### config.mk
export PLATFORM = sky130hd
export DESIGN_NAME = rtiWakeTimer
export DESIGN_NICKNAME = d
export VERILOG_FILES = /design/src/rtl/rtiPkg.sv /design/src/rtl/rtiDatapath.sv /design/src/rtl/rtiCtrl.sv /design/src/rtl/rtiWakeTimer.sv
export SDC_FILE = /design/constraint.sdc
export NUM_CORES = 1
export LEC_CHECK = 0
export ABC_AREA = 1
export CORE_AREA = 2 2 83 93
export DETAILED_ROUTE_END_ITERATION = 7
export DIE_AREA = 0 0 85 95
export DONT_BUFFER_PORTS = 1
export PLACE_DENSITY = 0.35
export SYNTH_ARGS = -nofsm -noshare
export SYNTH_HDL_FRONTEND = slang
export SYNTH_SLANG_ARGS = --single-unit
### constraint.sdc
create_clock -name clk -period 1.75 [get_ports clk]
set_input_delay 0.175 -clock clk [delete_from_list [all_inputs] [get_ports clk]]
set_output_delay 0.175 -clock clk [all_outputs]
set_load 0.02 [all_outputs]
### src/rtl/rtiPkg.sv
package rtiPkg;

  localparam int REG_W    = 8;
  localparam int FLAG_BIT = 7;
  localparam int ACK_BIT  = 6;
  localparam int SRC_BIT  = 5;
  localparam int IE_BIT   = 4;
  localparam int RSVD_BIT = 3;
  localparam int SEL_LSB  = 0;
  localparam int SEL_W    = 3;

  // Strobes and settings passed from the control to the datapath
  typedef struct packed {
    logic             clrCnt;   // restart prescaler this cycle
    logic             extSrc;   // 1: count external tick
    logic [SEL_W-1:0] selCode;  // period code, 0 = stopped
  } ctrlStrobes_t;

endpackage

### src/rtl/rtiDatapath.sv
module rtiDatapath
  import rtiPkg::*;
#(
  parameter int INT_MIN_LOG2 = 3,
  parameter int EXT_MIN_LOG2 = 8
) (
  input  logic         clk,
  input  logic         rstN,
  input  logic         tickInt,
  input  logic         tickExt,
  input  ctrlStrobes_t strobes,
  output logic         timeout
);

  localparam int NUM_CODES = 1 << SEL_W;
  localparam int MAX_BASE  = (INT_MIN_LOG2 > EXT_MIN_LOG2) ? INT_MIN_LOG2 : EXT_MIN_LOG2;
  localparam int CNT_W     = MAX_BASE + NUM_CODES - 1;

  // Code 1 gives 2^base. Code k >= 2 gives 2^(base+k). The result is the count minus one.
  function automatic logic [CNT_W-1:0] termFor(input int baseLog2, input int code);
    int sh;
    sh = (code == 1) ? baseLog2 : baseLog2 + code;
    return CNT_W'((64'd1 << sh) - 64'd1);
  endfunction

  logic [CNT_W-1:0] termIntTab [NUM_CODES];
  logic [CNT_W-1:0] termExtTab [NUM_CODES];

  for (genvar c = 0; c < NUM_CODES; c++) begin : g_term
    if (c == 0) begin : g_off
      assign termIntTab[c] = '0;
      assign termExtTab[c] = '0;
    end else begin : g_on
      assign termIntTab[c] = termFor(INT_MIN_LOG2, c);
      assign termExtTab[c] = termFor(EXT_MIN_LOG2, c);
    end
  end

  logic             enable;
  logic             tickSel;
  logic             atTerm;
  logic [CNT_W-1:0] termNow;
  logic [CNT_W-1:0] cntQ;

  always_comb begin
    enable  = |strobes.selCode;
    tickSel = strobes.extSrc ? tickExt : tickInt;
    termNow = strobes.extSrc ? termExtTab[strobes.selCode] : termIntTab[strobes.selCode];
    atTerm  = (cntQ == termNow);
    timeout = enable && tickSel && atTerm && !strobes.clrCnt;
  end

  always_ff @(posedge clk or negedge rstN) begin
    if (!rstN) begin
      cntQ <= '0;
    end else if (strobes.clrCnt || !enable) begin
      cntQ <= '0;
    end else if (tickSel) begin
      cntQ <= atTerm ? '0 : cntQ + 1'b1;
    end
  end


  cnt_in_range_chk: assert property (@(posedge clk) disable iff (!rstN)
    enable |-> (cntQ <= termNow));


  idle_when_off_chk: assert property (@(posedge clk) disable iff (!rstN)
    !enable |-> (cntQ == '0));


  restart_chk: assert property (@(posedge clk) disable iff (!rstN)
    strobes.clrCnt |=> (cntQ == '0));

endmodule

### src/rtl/rtiCtrl.sv
module rtiCtrl
  import rtiPkg::*;
(
  input  logic             clk,
  input  logic             rstN,
  input  logic             wrEn,
  input  logic [REG_W-1:0] wrData,
  input  logic             timeout,
  output ctrlStrobes_t     strobes,
  output logic [REG_W-1:0] rdData,
  output logic             irq
);

  logic             flagQ;
  logic             ieQ;
  logic             srcQ;
  logic [SEL_W-1:0] selQ;
  logic             ackWr;
  logic             cfgChange;
  logic             unusedWrBits;

  assign unusedWrBits = ^{wrData[FLAG_BIT], wrData[RSVD_BIT]};

  always_comb begin
    ackWr     = wrEn && wrData[ACK_BIT];
    cfgChange = wrEn && ((wrData[SRC_BIT] != srcQ) ||
                         (wrData[SEL_LSB +: SEL_W] != selQ));
  end

  always_ff @(posedge clk or negedge rstN) begin
    if (!rstN) begin
      ieQ  <= 1'b0;
      srcQ <= 1'b0;
      selQ <= '0;
    end else if (wrEn) begin
      ieQ  <= wrData[IE_BIT];
      srcQ <= wrData[SRC_BIT];
      selQ <= wrData[SEL_LSB +: SEL_W];
    end
  end

  // A timeout has priority over an acknowledge
  always_ff @(posedge clk or negedge rstN) begin
    if (!rstN)        flagQ <= 1'b0;
    else if (timeout) flagQ <= 1'b1;
    else if (ackWr)   flagQ <= 1'b0;
  end

  always_comb begin
    strobes.clrCnt  = cfgChange;
    strobes.extSrc  = srcQ;
    strobes.selCode = selQ;
    rdData                     = '0;
    rdData[FLAG_BIT]           = flagQ;
    rdData[SRC_BIT]            = srcQ;
    rdData[IE_BIT]             = ieQ;
    rdData[SEL_LSB +: SEL_W]   = selQ;
    irq                        = flagQ && ieQ;
  end


  flag_set_chk: assert property (@(posedge clk) disable iff (!rstN)
    timeout |=> flagQ);


  ack_clear_chk: assert property (@(posedge clk) disable iff (!rstN)
    (ackWr && !timeout) |=> !flagQ);


  flag_hold_chk: assert property (@(posedge clk) disable iff (!rstN)
    (!timeout && !ackWr) |=> $stable(flagQ));

endmodule

### src/rtl/rtiWakeTimer.sv
module rtiWakeTimer
  import rtiPkg::*;
#(
  parameter int INT_MIN_LOG2 = 3,
  parameter int EXT_MIN_LOG2 = 8
) (
  input  logic       clk,
  input  logic       rstN,
  input  logic       tickInt,
  input  logic       tickExt,
  input  logic       wrEn,
  input  logic [7:0] wrData,
  output logic [7:0] rdData,
  output logic       irq
);

  ctrlStrobes_t strobes;
  logic         timeout;

  rtiCtrl uCtrl (
    .clk     (clk),
    .rstN    (rstN),
    .wrEn    (wrEn),
    .wrData  (wrData),
    .timeout (timeout),
    .strobes (strobes),
    .rdData  (rdData),
    .irq     (irq)
  );

  rtiDatapath #(
    .INT_MIN_LOG2 (INT_MIN_LOG2),
    .EXT_MIN_LOG2 (EXT_MIN_LOG2)
  ) uDatapath (
    .clk     (clk),
    .rstN    (rstN),
    .tickInt (tickInt),
    .tickExt (tickExt),
    .strobes (strobes),
    .timeout (timeout)
  );


  irq_gate_chk: assert property (@(posedge clk) disable iff (!rstN)
    irq |-> (rdData[FLAG_BIT] && rdData[IE_BIT]));


  rsvd_zero_chk: assert property (@(posedge clk) disable iff (!rstN)
    (rdData[ACK_BIT] == 1'b0) && (rdData[RSVD_BIT] == 1'b0));

endmodule

# Word-level counts from Yosys, hierarchy flattened
# Memories as Yosys holds them, arrays and structs flattened.
# Index checks and enable logic that the tools add are counted.
[word_totals]
mem_bits_rw = 0
inputBits = 13
mem_count = 2
elab_cells = 37
rom_bits = 240
latch_bits = 0
output_inout_bits = 9
reg_bits = 21
[memory_table]
columns = ["name", "words", "width", "rd", "rd_clocked_by_memory_dff", "write_ports", "line", "rtl"]
rows = [
  ["(name not given)", 8, 15, 1, 0, 0, "rtiDatapath.sv:48", "termNow = strobes.extSrc ? termExtTab[strobes.selCode] : termIntTab[strobes.selCode];"],
  ["(name not given)", 8, 15, 1, 0, 0, "rtiDatapath.sv:48", ""],
]
[classes]
eq_ne = 3
reduce_logical = 13
n_div = 0
multipliers = 0
shift = 0
n_mux = 11
n_bitwise = 1
n_lt_le_gt_ge = 1
add_sub_neg = 1
[ops]
columns = ["cell", "count"]
rows = [
  ["$mux W15", 8],
  ["$add A15 B1 Y15 const B", 1],
  ["$eq A15 B15 Y1", 1],
  ["$logic_and A1 B1 Y1", 6],
  ["$ge A4 B4 Y1 const B", 1],
  ["$not A3 Y4", 1],
  ["$reduce_bool A2 Y1", 2],
  ["$mux W1", 3],
  ["$ne A3 B3 Y1", 1],
  ["$reduce_or A3 Y1", 1],
  ["$logic_not A1 Y1", 2],
  ["$logic_or A1 B1 Y1", 2],
  ["$ne A1 B1 Y1", 1],
]

# Logic depth before layout (Yosys ltp)
# Gate-level depths: netlist of run 1.
[logic_depth]
ltp_word = 9
ltp_mapped = 13
depth_no_buf = 11

# Modules after synthesis
# A second synthesis of run 1 with hierarchy kept.
[unflattened]
cells_unflattened = 288
area_unflattened_um2 = 1719.1
[by_module_without_submodules]
columns = ["module", "seq_area_each_um2", "area_per_inst_um2", "cells_per_inst", "n_inst"]
rows = [
  ["rtiDatapath", 375.4, 1322.5, 231, 1],
  ["rtiCtrl", 150.1, 396.6, 57, 1],
]

# Worst setup path after synthesis of run 1
# OpenSTA, ideal clock, no wires.
[synth_timing]
path_kind = "reg2reg"
from = "reg uCtrl.selQ[2]"
to = "reg uDatapath.cntQ[11]"
setup_slack_ps = 108
setup_time_ps = 116
t_arrival_ps = 1525
period_less_slack_ps = 1642
stages_incl_launch_ff = 13
n_path_buf = 2
path_cell_list = "dfrtp_1 buf_6 nor2_1 inv_2 nand3_1 nand2_1 nor2_1 nand2_1 nor2_2 nand2_2 buf_6 nand2_1 nand2_1"
[synth_between]
elab_chain_cells = 9
elab_cells_between_ends = 19
[synth_rtl]
columns = ["item", "line", "rtl"]
rows = [
  ["start: declaration", "rtiCtrl.sv:17", "logic [SEL_W-1:0] selQ;"],
  ["start signal: assignment", "rtiCtrl.sv:38", "selQ <= wrData[SEL_LSB +: SEL_W];"],
  ["$not A3 Y4 (not written as such)", "rtiDatapath.sv:48", ""],
  ["$mem_v2 Z8 W15", "--", ""],
  ["$mux W15 (not written as such) (2 in a row)", "rtiDatapath.sv:48", ""],
  ["$mux W15", "rtiDatapath.sv:48", ""],
  ["$eq A15 B15 Y1", "rtiDatapath.sv:49", "atTerm = (cntQ == termNow);"],
  ["$mux W15", "rtiDatapath.sv:59", "cntQ <= atTerm ? '0 : cntQ + 1'b1;"],
  ["$mux W15", "rtiDatapath.sv:58", "end else if (tickSel) begin"],
  ["$mux W15", "rtiDatapath.sv:56", "end else if (strobes.clrCnt || !enable) begin"],
  ["end signal: assignment", "rtiDatapath.sv:59", ""],
  ["end: declaration", "rtiDatapath.sv:43", "logic [CNT_W-1:0] cntQ;"],
]
# Parallel ways exist; a longest one is shown, timed or not. The select of a mux whose other input is x is not followed.
# A chain may end at the register's enable or synchronous reset.

# Worst setup path in the final report of run 1
[layout_timing]
from = "reg uCtrl.selQ[2]"
to = "reg uDatapath.cntQ[4]"
# The elaborated chain is that of the path after synthesis.

==> results.sh, run 1 <==
export IMPL_yosysMostFrequentCell="nand2_1"
export IMPL_status="completed"
export IMPL_cts_tree="yes"
export IMPL_ys_ff_latch=21
export IMPL_ir_worst_vdd_mv=0.241
export IMPL_initial_utilization=0.238
export IMPL_internal_power_w=0.000828
export IMPL_crit_top_cell="nand2_1"
export IMPL_rr_endpoint="uDatapath.cntQ[4]"
export IMPL_yosysTopAreaCellShare=0.305
export IMPL_first_pass_iters=4
export IMPL_diodes=0
export IMPL_min_path_type="in -> reg"
export IMPL_p_leak_nw=1.05
export IMPL_crit_required_ns=1.92
export IMPL_finalWirelength_mm=4.81
export IMPL_startpoint_type="flip-flop"
export IMPL_rr_worst_depth=9
export IMPL_skew_ns=0.00904
export IMPL_critPathSlowestCell="dfrtp_2"
export IMPL_dr_first_iter_drc_count=50
export IMPL_grt_pass1_wl_mm=7.82
export IMPL_cts_max_level=1
export IMPL_critPathArrivalTime_ns=1.87
export IMPL_max_stage_delay_ns=0.54
export IMPL_crit_type="reg -> reg"
export IMPL_yosys_most_used_dff="dfrtp_1"
export IMPL_cts_root_buf="clkbuf_8"
export IMPL_syn_inst=275
export IMPL_vias=1631
export IMPL_ant_nets=0
export IMPL_yosys_warnings=0
export IMPL_die_h_um=95
export IMPL_grt_max_degree=22
export IMPL_cp_max_fo=8
export IMPL_swShare=0.356
export IMPL_hold_end="uCtrl.selQ[2]"
export IMPL_antenna_found_initial=0
export IMPL_path_clk_slew_ns=0.09
export IMPL_power_density_mw_per_mm2=602
export IMPL_grt_overflow_total=0
export IMPL_gr_max_usage_layer="met2"
export IMPL_grt_util_met1=0.156
export IMPL_synth_common_cells="121 x nand2_1, 32 x nor2_1, 24 x inv_1"
export IMPL_viasPerCell=4.30
export IMPL_combPwrFrac=0.295
export IMPL_rsz0062_at_grt="yes"
export IMPL_hp_start="wrEn"
export IMPL_netlist_area_mm2=0.00172
export IMPL_layout_drive_gt1_share=0.243
export IMPL_fmax_ghz=0.589
export IMPL_fin_cells=379
export IMPL_portBuffers=0
export IMPL_seq_power_share=0.428
export IMPL_yosys_area_top_type="dfrtp_1"
export IMPL_n_fill_cell=803
export IMPL_track_usage=0.124
export IMPL_ys_seq_area_frac=0.305
export IMPL_final_nets=307
export IMPL_place_area_mm2=0.00191
export IMPL_use_met3=0.0157
export IMPL_cp_cell_sequence="nand2_1 -> o21ai_0 -> nand2_1 -> inv_1 -> nand4_1 -> nor2_4 -> nand2_4 -> nand2_1 -> nand2_1"
export IMPL_core_area_mm2=0.00723
export IMPL_fp_row_count=33
export IMPL_finalMaxSlewViolations=0
export IMPL_setup_viol=0
export IMPL_dp_cells=370
export IMPL_p_sw_w=0.000458
export IMPL_power_clock_fraction=0.277
export IMPL_synth_edf_count=0
export IMPL_netlist_top_cells_area="dfrtp_1 31%, nand2_1 26%, nor2_1 7.0%"
export IMPL_regArea_um2=531
export IMPL_cts_buffers=3
export IMPL_gp_congestion=0.735
export IMPL_cts_buffer_depth=2
export IMPL_drc=0
export IMPL_ios=22
export IMPL_fin_crit_sh=0.970
export IMPL_clock_latency_ns=0.28
export IMPL_multi_input_comb_area_mm2=0.00113
export IMPL_pre_cts_ws_ns=-0.118
export IMPL_whs_path_depth=1
export IMPL_end_kind="flip-flop"
export IMPL_hold_viol=0
export IMPL_final_area_mm2=0.00214
export IMPL_syn2layout_area_growth_pct=24.3
export IMPL_hpwl_mm=3.38
export IMPL_r2r_slack_ns=0.05
export IMPL_cap_violations=0
export IMPL_synthArstFlopShare=1.00
export IMPL_fp_dieW_um=85
export IMPL_grt_pass1_vias=1643
export IMPL_cts_sinks=21
export IMPL_dieArea_mm2=0.00808
export IMPL_yosys_cell_types_count=30
export IMPL_period_needed_ns=1.70
export IMPL_r2r_start="uCtrl.selQ[2]"
export IMPL_wl_per_cell_um=12.7
export IMPL_grtUsageMet2=0.221
export IMPL_postSynthAreaPerCell_um2=6.26
export IMPL_worst_slack_ns=0.0518
cells by family after synthesis:
logic type	share of synthesized area
adder cells (fa/ha/maj)	0.00727
multiplexers	0.00654
buffers and inverters	0.119
AO/OA/AOI/OAI	0.0393
XOR/XNOR	0.0560
flip-flops	0.305
AND/OR/NAND/NOR	0.465
other	0.00218
power by group through the flow:
stage          logic [W]  clock network [W]  registers [W]
3_5_place_dp    0.000309                  0       0.000552
4_1_cts         0.000334           0.000369       0.000545
3_3_place_gp    0.000311                  0       0.000553
2_1_floorplan   0.000227                  0       0.000537
6_report        0.000379           0.000356       0.000551
5_1_grt         0.000426           0.000391       0.000555
layout make-up:
type | count | share of cell area
clock buffers | 4 | 0.0211
inverters | 29 | 0.0521
multi-input cells | 215 | 0.527
flip-flops and latches | 21 | 0.248
well taps | 87 | 0.0509
repair buffers | 23 | 0.101
per-stage QoR:
stage / TNS [ns] / power, W / hold WS (ns) / util
5_1_grt: -1.04 / 0.00137 / 0.00814 / 0.296
3_3_place_gp: -1.67 / 0.000864 / -0.120 / 0.264
4_1_cts: 0 / 0.00125 / 0.00551 / 0.277
3_5_place_dp: -1.45 / 0.000861 / -0.120 / 0.264
6_report: 0 / 0.00129 / 0.00409 / 0.296
2_1_floorplan: 0 / 0.000764 / -0.121 / -
cells in the final DEF (no fill, tap or decap), drive strengths merged:
master	synthesis	final
nand2	126	127
nor2	35	35
inv	29	29
buf	11	21
dfrtp	21	21
nand3	16	16
xor2	10	10
o21ai	9	9
clkbuf	1	4
nor3	4	4
nand3b	3	3
nand4	2	2
conb	1	2
dlygate4sd3	0	2
mux2	1	1
o21bai	1	1
or2	1	1
o21a	1	1
o31ai	1	1
xnor2	1	1
ha	1	1
worst max-delay path: cells and delay by family (launching register included):
kind | cells | cell delay [ns]
compound gates | 1 | 0.16
flops | 1 | 0.54
buf+inv | 1 | 0.07
simple gates | 7 | 0.81
per-layer routing:
| metal | wire (um) | vias to the layer above | share of wire |
|---|---|---|---|
| met4 | 97 | 0 | 0.020 |
| met5 | 0 | - | 0 |
| met2 | 2300 | 32 | 0.48 |
| met3 | 154 | 7 | 0.032 |
| li1 | - | 861 | - |
| met1 | 2270 | 731 | 0.47 |
registers in the layout, summed over array words and instances (netlist names):
signal,flops
uCtrl.selQ,3
uCtrl.flagQ,1
uCtrl.ieQ,1
uDatapath.cntQ,15
uCtrl.srcQ,1
timing repair:
action / 4_1_cts / 5_1_grt
pin swaps: 0 / 17
endpoints found under the setup margin: 16 / 16
buffers inserted: 0 / 1
hold buffers: 3 / 0
gates resized for setup: 6 / 36
hold endpoints to repair: 23 / 0
cloned: 0 / 1
worst max-delay path by stage:
stage,from,endpoint,slack [ns],depth (start not counted)
CTS,uCtrl.selQ[1],uDatapath.cntQ[13],0.02,11
global placement,uCtrl.selQ[2],uDatapath.cntQ[1],-0.12,11
detailed placement,uCtrl.selQ[2],uDatapath.cntQ[13],-0.12,8
global route,uCtrl.selQ[2],uDatapath.cntQ[4],-0.11,9
floorplan,uCtrl.selQ[2],uDatapath.cntQ[11],0.11,12
finish,uCtrl.selQ[2],uDatapath.cntQ[4],0.05,9
Note: power is estimated with default switching activity, not from simulation.
==> run 2: changes to the inputs <==
--- a/config.mk
+++ b/config.mk
@@ -11,6 +11,7 @@
 export DIE_AREA = 0 0 85 95
 export DONT_BUFFER_PORTS = 1
 export PLACE_DENSITY = 0.35
+export SLEW_MARGIN = 15
 export SYNTH_ARGS = -nofsm -noshare
 export SYNTH_HDL_FRONTEND = slang
 export SYNTH_SLANG_ARGS = --single-unit
==> constraint.sdc (replaced) <==
create_clock -name clk -period 2.1 [get_ports clk]
set_input_delay 0.21 -clock clk [delete_from_list [all_inputs] [get_ports clk]]
set_output_delay 0.21 -clock clk [all_outputs]
set_load 0.02 [all_outputs]
==> results.sh, run 2 (synthesized netlist as in run 1, its figures left out) <==
export IMPL_grt_pass1_vias=1490
export IMPL_min_path_type="in -> reg"
export IMPL_portBuffers=0
export IMPL_setup_tns_ns=0
export IMPL_grt_pass1_wl_mm=7.36
export IMPL_skew_ns=0.00146
export IMPL_power_clock_fraction=0.294
export IMPL_gp_congestion=0.722
export IMPL_rr_endpoint="uDatapath.cntQ[13]"
export IMPL_fp_dieW_um=85
export IMPL_crit_required_ns=2.27
export IMPL_hold_viol=0
export IMPL_fp_row_count=33
export IMPL_initial_utilization=0.238
export IMPL_ios=22
export IMPL_ir_worst_vdd_mv=0.200
export IMPL_regMostFlops="uDatapath.cntQ"
export IMPL_path_clk_slew_ns=0.08
export IMPL_cts_tree="yes"
export IMPL_swShare=0.339
export IMPL_cap_violations=0
export IMPL_first_pass_iters=4
export IMPL_cts_root_buf="clkbuf_8"
export IMPL_largest_reg_flops=15
export IMPL_syn2layout_area_growth_pct=9.16
export IMPL_r2r_slack_ns=0.31
export IMPL_die_h_um=95
export IMPL_wl_per_cell_um=12.0
export IMPL_track_usage=0.118
export IMPL_diodes=0
export IMPL_r2r_start="uCtrl.srcQ"
export IMPL_cp_max_fo=14
export IMPL_cts_max_level=1
export IMPL_setup_viol=0
export IMPL_power_density_mw_per_mm2=516
export IMPL_combPwrFrac=0.236
export IMPL_crit_start="uCtrl.srcQ"
export IMPL_crit_type="reg -> reg"
export IMPL_seq_power_share=0.470
export IMPL_dr_first_iter_drc_count=44
export IMPL_startpoint_type="flip-flop"
export IMPL_finalMaxSlewViolations=0
export IMPL_dieArea_mm2=0.00808
export IMPL_critPathArrivalTime_ns=1.95
export IMPL_post_cts_setup_buffers=0
export IMPL_rr_worst_depth=10
export IMPL_cts_buffer_depth=2
export IMPL_drc=0
export IMPL_fmax_ghz=0.560
export IMPL_final_nets=291
export IMPL_grt_overflow_total=0
export IMPL_reg_top3="uDatapath.cntQ: 15 flops, uCtrl.selQ: 3 flops"
export IMPL_fin_crit_sh=0.851
export IMPL_status="completed"
export IMPL_core_area_mm2=0.00723
export IMPL_endpoint="uDatapath.cntQ[13]"
export IMPL_final_common_cell="nand2_1"
export IMPL_grt_max_degree=22
export IMPL_hpwl_mm=3.23
export IMPL_rsz0062_at_grt="no"
export IMPL_finalWirelength_mm=4.35
export IMPL_final_cell_mix="121 x nand2_1, 32 x nor2_1, 24 x inv_1"
export IMPL_viasPerCell=4.20
export IMPL_ant_nets=0
export IMPL_internal_power_w=0.000641
export IMPL_total_power_w=0.000969
export IMPL_layout_drive_gt1_share=0.101
export IMPL_period_needed_ns=1.79
export IMPL_antenna_found_initial=0
export IMPL_cts_buffers=3
export IMPL_cts_sinks=21
export IMPL_vias=1524
export IMPL_p_sw_w=0.000328
export IMPL_clock_latency_ns=0.27
export IMPL_end_kind="flip-flop"
export IMPL_p_leak_nw=0.928
[run 2: changes by cell type in the layout (fill, tap and decap cells not counted), sizes merged]
cell         delta
nand2           -1
buf            -14
dlygate4sd3     -1
[run 2: worst min path at each step]
stage,cells past startpoint,slack (ns),endpoint,from
after detailed placement,0,-0.08,uCtrl.selQ[1],rstN
after global placement,0,-0.08,uCtrl.selQ[1],rstN
after floorplan,0,-0.09,uCtrl.flagQ,rstN
final,1,0.04,uCtrl.srcQ,wrEn
after CTS,1,0.03,uCtrl.srcQ,wrEn
after global routing,1,0.03,uCtrl.srcQ,wrEn
[run 2: per-layer routing]
layer	global-route usage	vias to the layer above	part of all wire
met2	0.207	27	0.47
met3	0.0184	5	0.031
met1	0.148	663	0.49
met5	0	-	0
met4	0.0397	0	0.015
li1	-	829	-
[run 2: area by class of cell]
type | instances | area (um^2)
Clock buffer | 4 | 45.0
Fill cell | 823 | 5350
Inverter | 29 | 109
Multi-Input combinational cell | 214 | 1000
Sequential cell | 21 | 528
Tap cell | 87 | 109
Timing Repair Buffer | 8 | 87.6
[run 2: metrics by stage]
step           instances  hold WS [ns]  worst slack, ns  instance area [um^2]   util
2_1_floorplan        276       -0.0856            0.458                  1720      -
3_3_place_gp         357       -0.0850            0.169                  1800  0.248
3_5_place_dp         357       -0.0848            0.161                  1800  0.248
4_1_cts              363        0.0278            0.148                  1870  0.259
5_1_grt              363        0.0251           0.0478                  1880  0.260
6_report             363        0.0401            0.314                  1880  0.260
[run 2: what timing repair did]
action | CTS | global route
hold endpoints to repair | 21 | 0
endpoints found under the setup margin | 0 | 14
hold buffers | 2 | 0
resized for setup | 0 | 3
[run 2: power by group through the flow]
| stage | combinational (W) | sequential (W) | clock (W) |
|---|---|---|---|
| after floorplan | 0.000189 | 0.000448 | 0 |
| after global placement | 0.000217 | 0.000465 | 0 |
| after detailed placement | 0.000218 | 0.000464 | 0 |
| after CTS | 0.000234 | 0.000456 | 0.000305 |
| after global routing | 0.000265 | 0.000461 | 0.000319 |
| final | 0.000229 | 0.000455 | 0.000285 |
[run 2: critical path: stages, from the launching register on]
cell,delay [ns]
dfrtp_1,0.51
nor2_1,0.23
inv_2,0.10
nand3_1,0.09
nand2_1,0.05
inv_1,0.04
nand3_1,0.08
nor2_1,0.24
nand2_4,0.19
nand2_1,0.10
nand2_1,0.04
==> run 3: changes to the inputs <==
--- a/config.mk
+++ b/config.mk
@@ -6,11 +6,11 @@
 export NUM_CORES = 1
 export LEC_CHECK = 0
 export ABC_AREA = 1
-export CORE_AREA = 2 2 83 93
+export CORE_AREA = 2 2 76 85
 export DETAILED_ROUTE_END_ITERATION = 7
-export DIE_AREA = 0 0 85 95
+export DIE_AREA = 0 0 78 87
 export DONT_BUFFER_PORTS = 1
-export PLACE_DENSITY = 0.35
+export PLACE_DENSITY = 0.41
 export SLEW_MARGIN = 15
 export SYNTH_ARGS = -nofsm -noshare
 export SYNTH_HDL_FRONTEND = slang
==> results.sh, run 3 (synthesized netlist as in run 1, its figures left out) <==
export IMPL_reg_top3="uDatapath.cntQ: 15 flops, uCtrl.selQ: 3 flops"
export IMPL_crit_type="reg -> reg"
export IMPL_cp_cell_sequence="inv_1 -> nand2_1 -> nand2_1 -> nand2_1 -> nand2_1 -> inv_1 -> nand3_1 -> nor2_1 -> nand2_2 -> nand2_1 -> nand2_1"
export IMPL_cts_max_level=1
export IMPL_fmax_ghz=0.539
export IMPL_gp_congestion=0.718
export IMPL_min_path_type="in -> reg"
export IMPL_dr_first_iter_drc_count=93
export IMPL_crit_top_cell="nand2_1"
export IMPL_fp_row_count=30
export IMPL_largest_reg_flops=15
export IMPL_dieArea_mm2=0.00679
export IMPL_diodes=0
export IMPL_hpwl_mm=3.04
export IMPL_hold_slack_ns=0.0341
export IMPL_initial_utilization=0.286
export IMPL_cts_buffer_depth=2
export IMPL_finalWirelength_mm=4.20
export IMPL_skew_ns=0.00637
export IMPL_finalMaxSlewViolations=0
export IMPL_cts_buffers=3
export IMPL_grt_pass1_wl_mm=7.04
export IMPL_p_leak_nw=0.923
export IMPL_hp_start="wrEn"
export IMPL_cts_root_buf="clkbuf_8"
export IMPL_syn2layout_area_growth_pct=9.16
export IMPL_drc=0
export IMPL_final_cell_mix="121 x nand2_1, 31 x nor2_1, 24 x inv_1"
export IMPL_fin_util=0.313
export IMPL_fp_dieW_um=78
export IMPL_path_clk_slew_ns=0.09
export IMPL_layout_drive_gt1_share=0.101
export IMPL_track_usage=0.132
export IMPL_setup_tns_ns=0
export IMPL_rr_endpoint="uDatapath.cntQ[13]"
export IMPL_ant_nets=0
export IMPL_regMostFlops="uDatapath.cntQ"
export IMPL_rr_worst_depth=11
export IMPL_wl_per_cell_um=11.8
export IMPL_clock_latency_ns=0.27
export IMPL_setup_viol=0
export IMPL_critPathSlowestCell="dfrtp_1"
export IMPL_grt_pass1_vias=1428
export IMPL_core_area_mm2=0.00601
export IMPL_crit_required_ns=2.27
export IMPL_post_cts_setup_buffers=0
export IMPL_hold_end="uCtrl.srcQ"
export IMPL_whs_path_depth=1
export IMPL_grt_max_degree=22
export IMPL_antenna_found_initial=0
export IMPL_cts_sinks=21
export IMPL_final_common_cell="nand2_1"
export IMPL_r2r_slack_ns=0.24
export IMPL_ios=22
export IMPL_final_nets=291
export IMPL_first_pass_iters=5
export IMPL_die_h_um=87
export IMPL_r2r_start="uCtrl.selQ[1]"
export IMPL_grt_overflow_total=0
export IMPL_portBuffers=0
export IMPL_critPathArrivalTime_ns=2.03
export IMPL_period_needed_ns=1.86
export IMPL_cts_tree="yes"
export IMPL_status="completed"
export IMPL_rsz0062_at_grt="no"
export IMPL_power_density_mw_per_mm2=524
export IMPL_fin_crit_sh=0.884
export IMPL_vias=1519
export IMPL_end_kind="flip-flop"
export IMPL_ir_worst_vdd_mv=0.200
export IMPL_max_stage_delay_ns=0.60
export IMPL_cap_violations=0
export IMPL_total_power_w=0.000984
export IMPL_viasPerCell=4.27
export IMPL_cp_max_fo=14
export IMPL_hold_viol=0
export IMPL_startpoint_type="flip-flop"
[run 3: cell counts in the layout (fill, tap and decap cells not counted)]
No cell type changed its count.
[run 3: metrics by stage]
| step | cell area, um^2 | worst slack (ns) | cells |
|---|---|---|---|
| detailed placement | 1800 | 0.156 | 350 |
| floorplan | 1720 | 0.458 | 276 |
| CTS | 1870 | 0.162 | 356 |
| global route | 1880 | 0.0144 | 356 |
| finish | 1880 | 0.243 | 356 |
| global placement | 1800 | 0.189 | 350 |
[run 3: critical path: cells and delay by family (launching register included)]
kind	cells	cell delay, ns
buf+inv	2	0.19
flops	1	0.60
simple gates	9	0.98
[run 3: final cells by class]
cell class	count	area (um^2)
clock buffer	4	45.0
fill	676	4130
inverter	29	109
multi-input combinational	214	997
sequential	21	527
tap	80	100
timing repair buffer	8	100
[run 3: routing by layer]
metal	track usage	vias up	share of wire	wire length (um)
met3	0.0187	5	0.025	104
met1	0.174	658	0.50	2110
li1	-	831	-	-
met5	0	-	0	0
met4	0.0431	0	0.015	63
met2	0.223	25	0.46	1920
[run 3: timing repair]
item,CTS,global route
hold buffers,2,0
resized for setup,0,2
endpoints found under the setup margin,0,14
hold endpoints to repair,21,0
[run 3: report_power, final]
part           internal [W]  switching [W]
clock network      0.000136       0.000157
logic             0.0000912       0.000144
registers          0.000419      0.0000374
[run 3: worst max path at each step]
stage                  start            endpoint  depth (start not counted)
2_1_floorplan  uCtrl.selQ[2]  uDatapath.cntQ[11]                         12
3_3_place_gp   uCtrl.selQ[2]  uDatapath.cntQ[13]                         11
3_5_place_dp   uCtrl.selQ[2]  uDatapath.cntQ[13]                         11
4_1_cts        uCtrl.selQ[2]  uDatapath.cntQ[13]                         11
5_1_grt        uCtrl.selQ[1]   uDatapath.cntQ[3]                          9
6_report       uCtrl.selQ[1]  uDatapath.cntQ[13]                         11
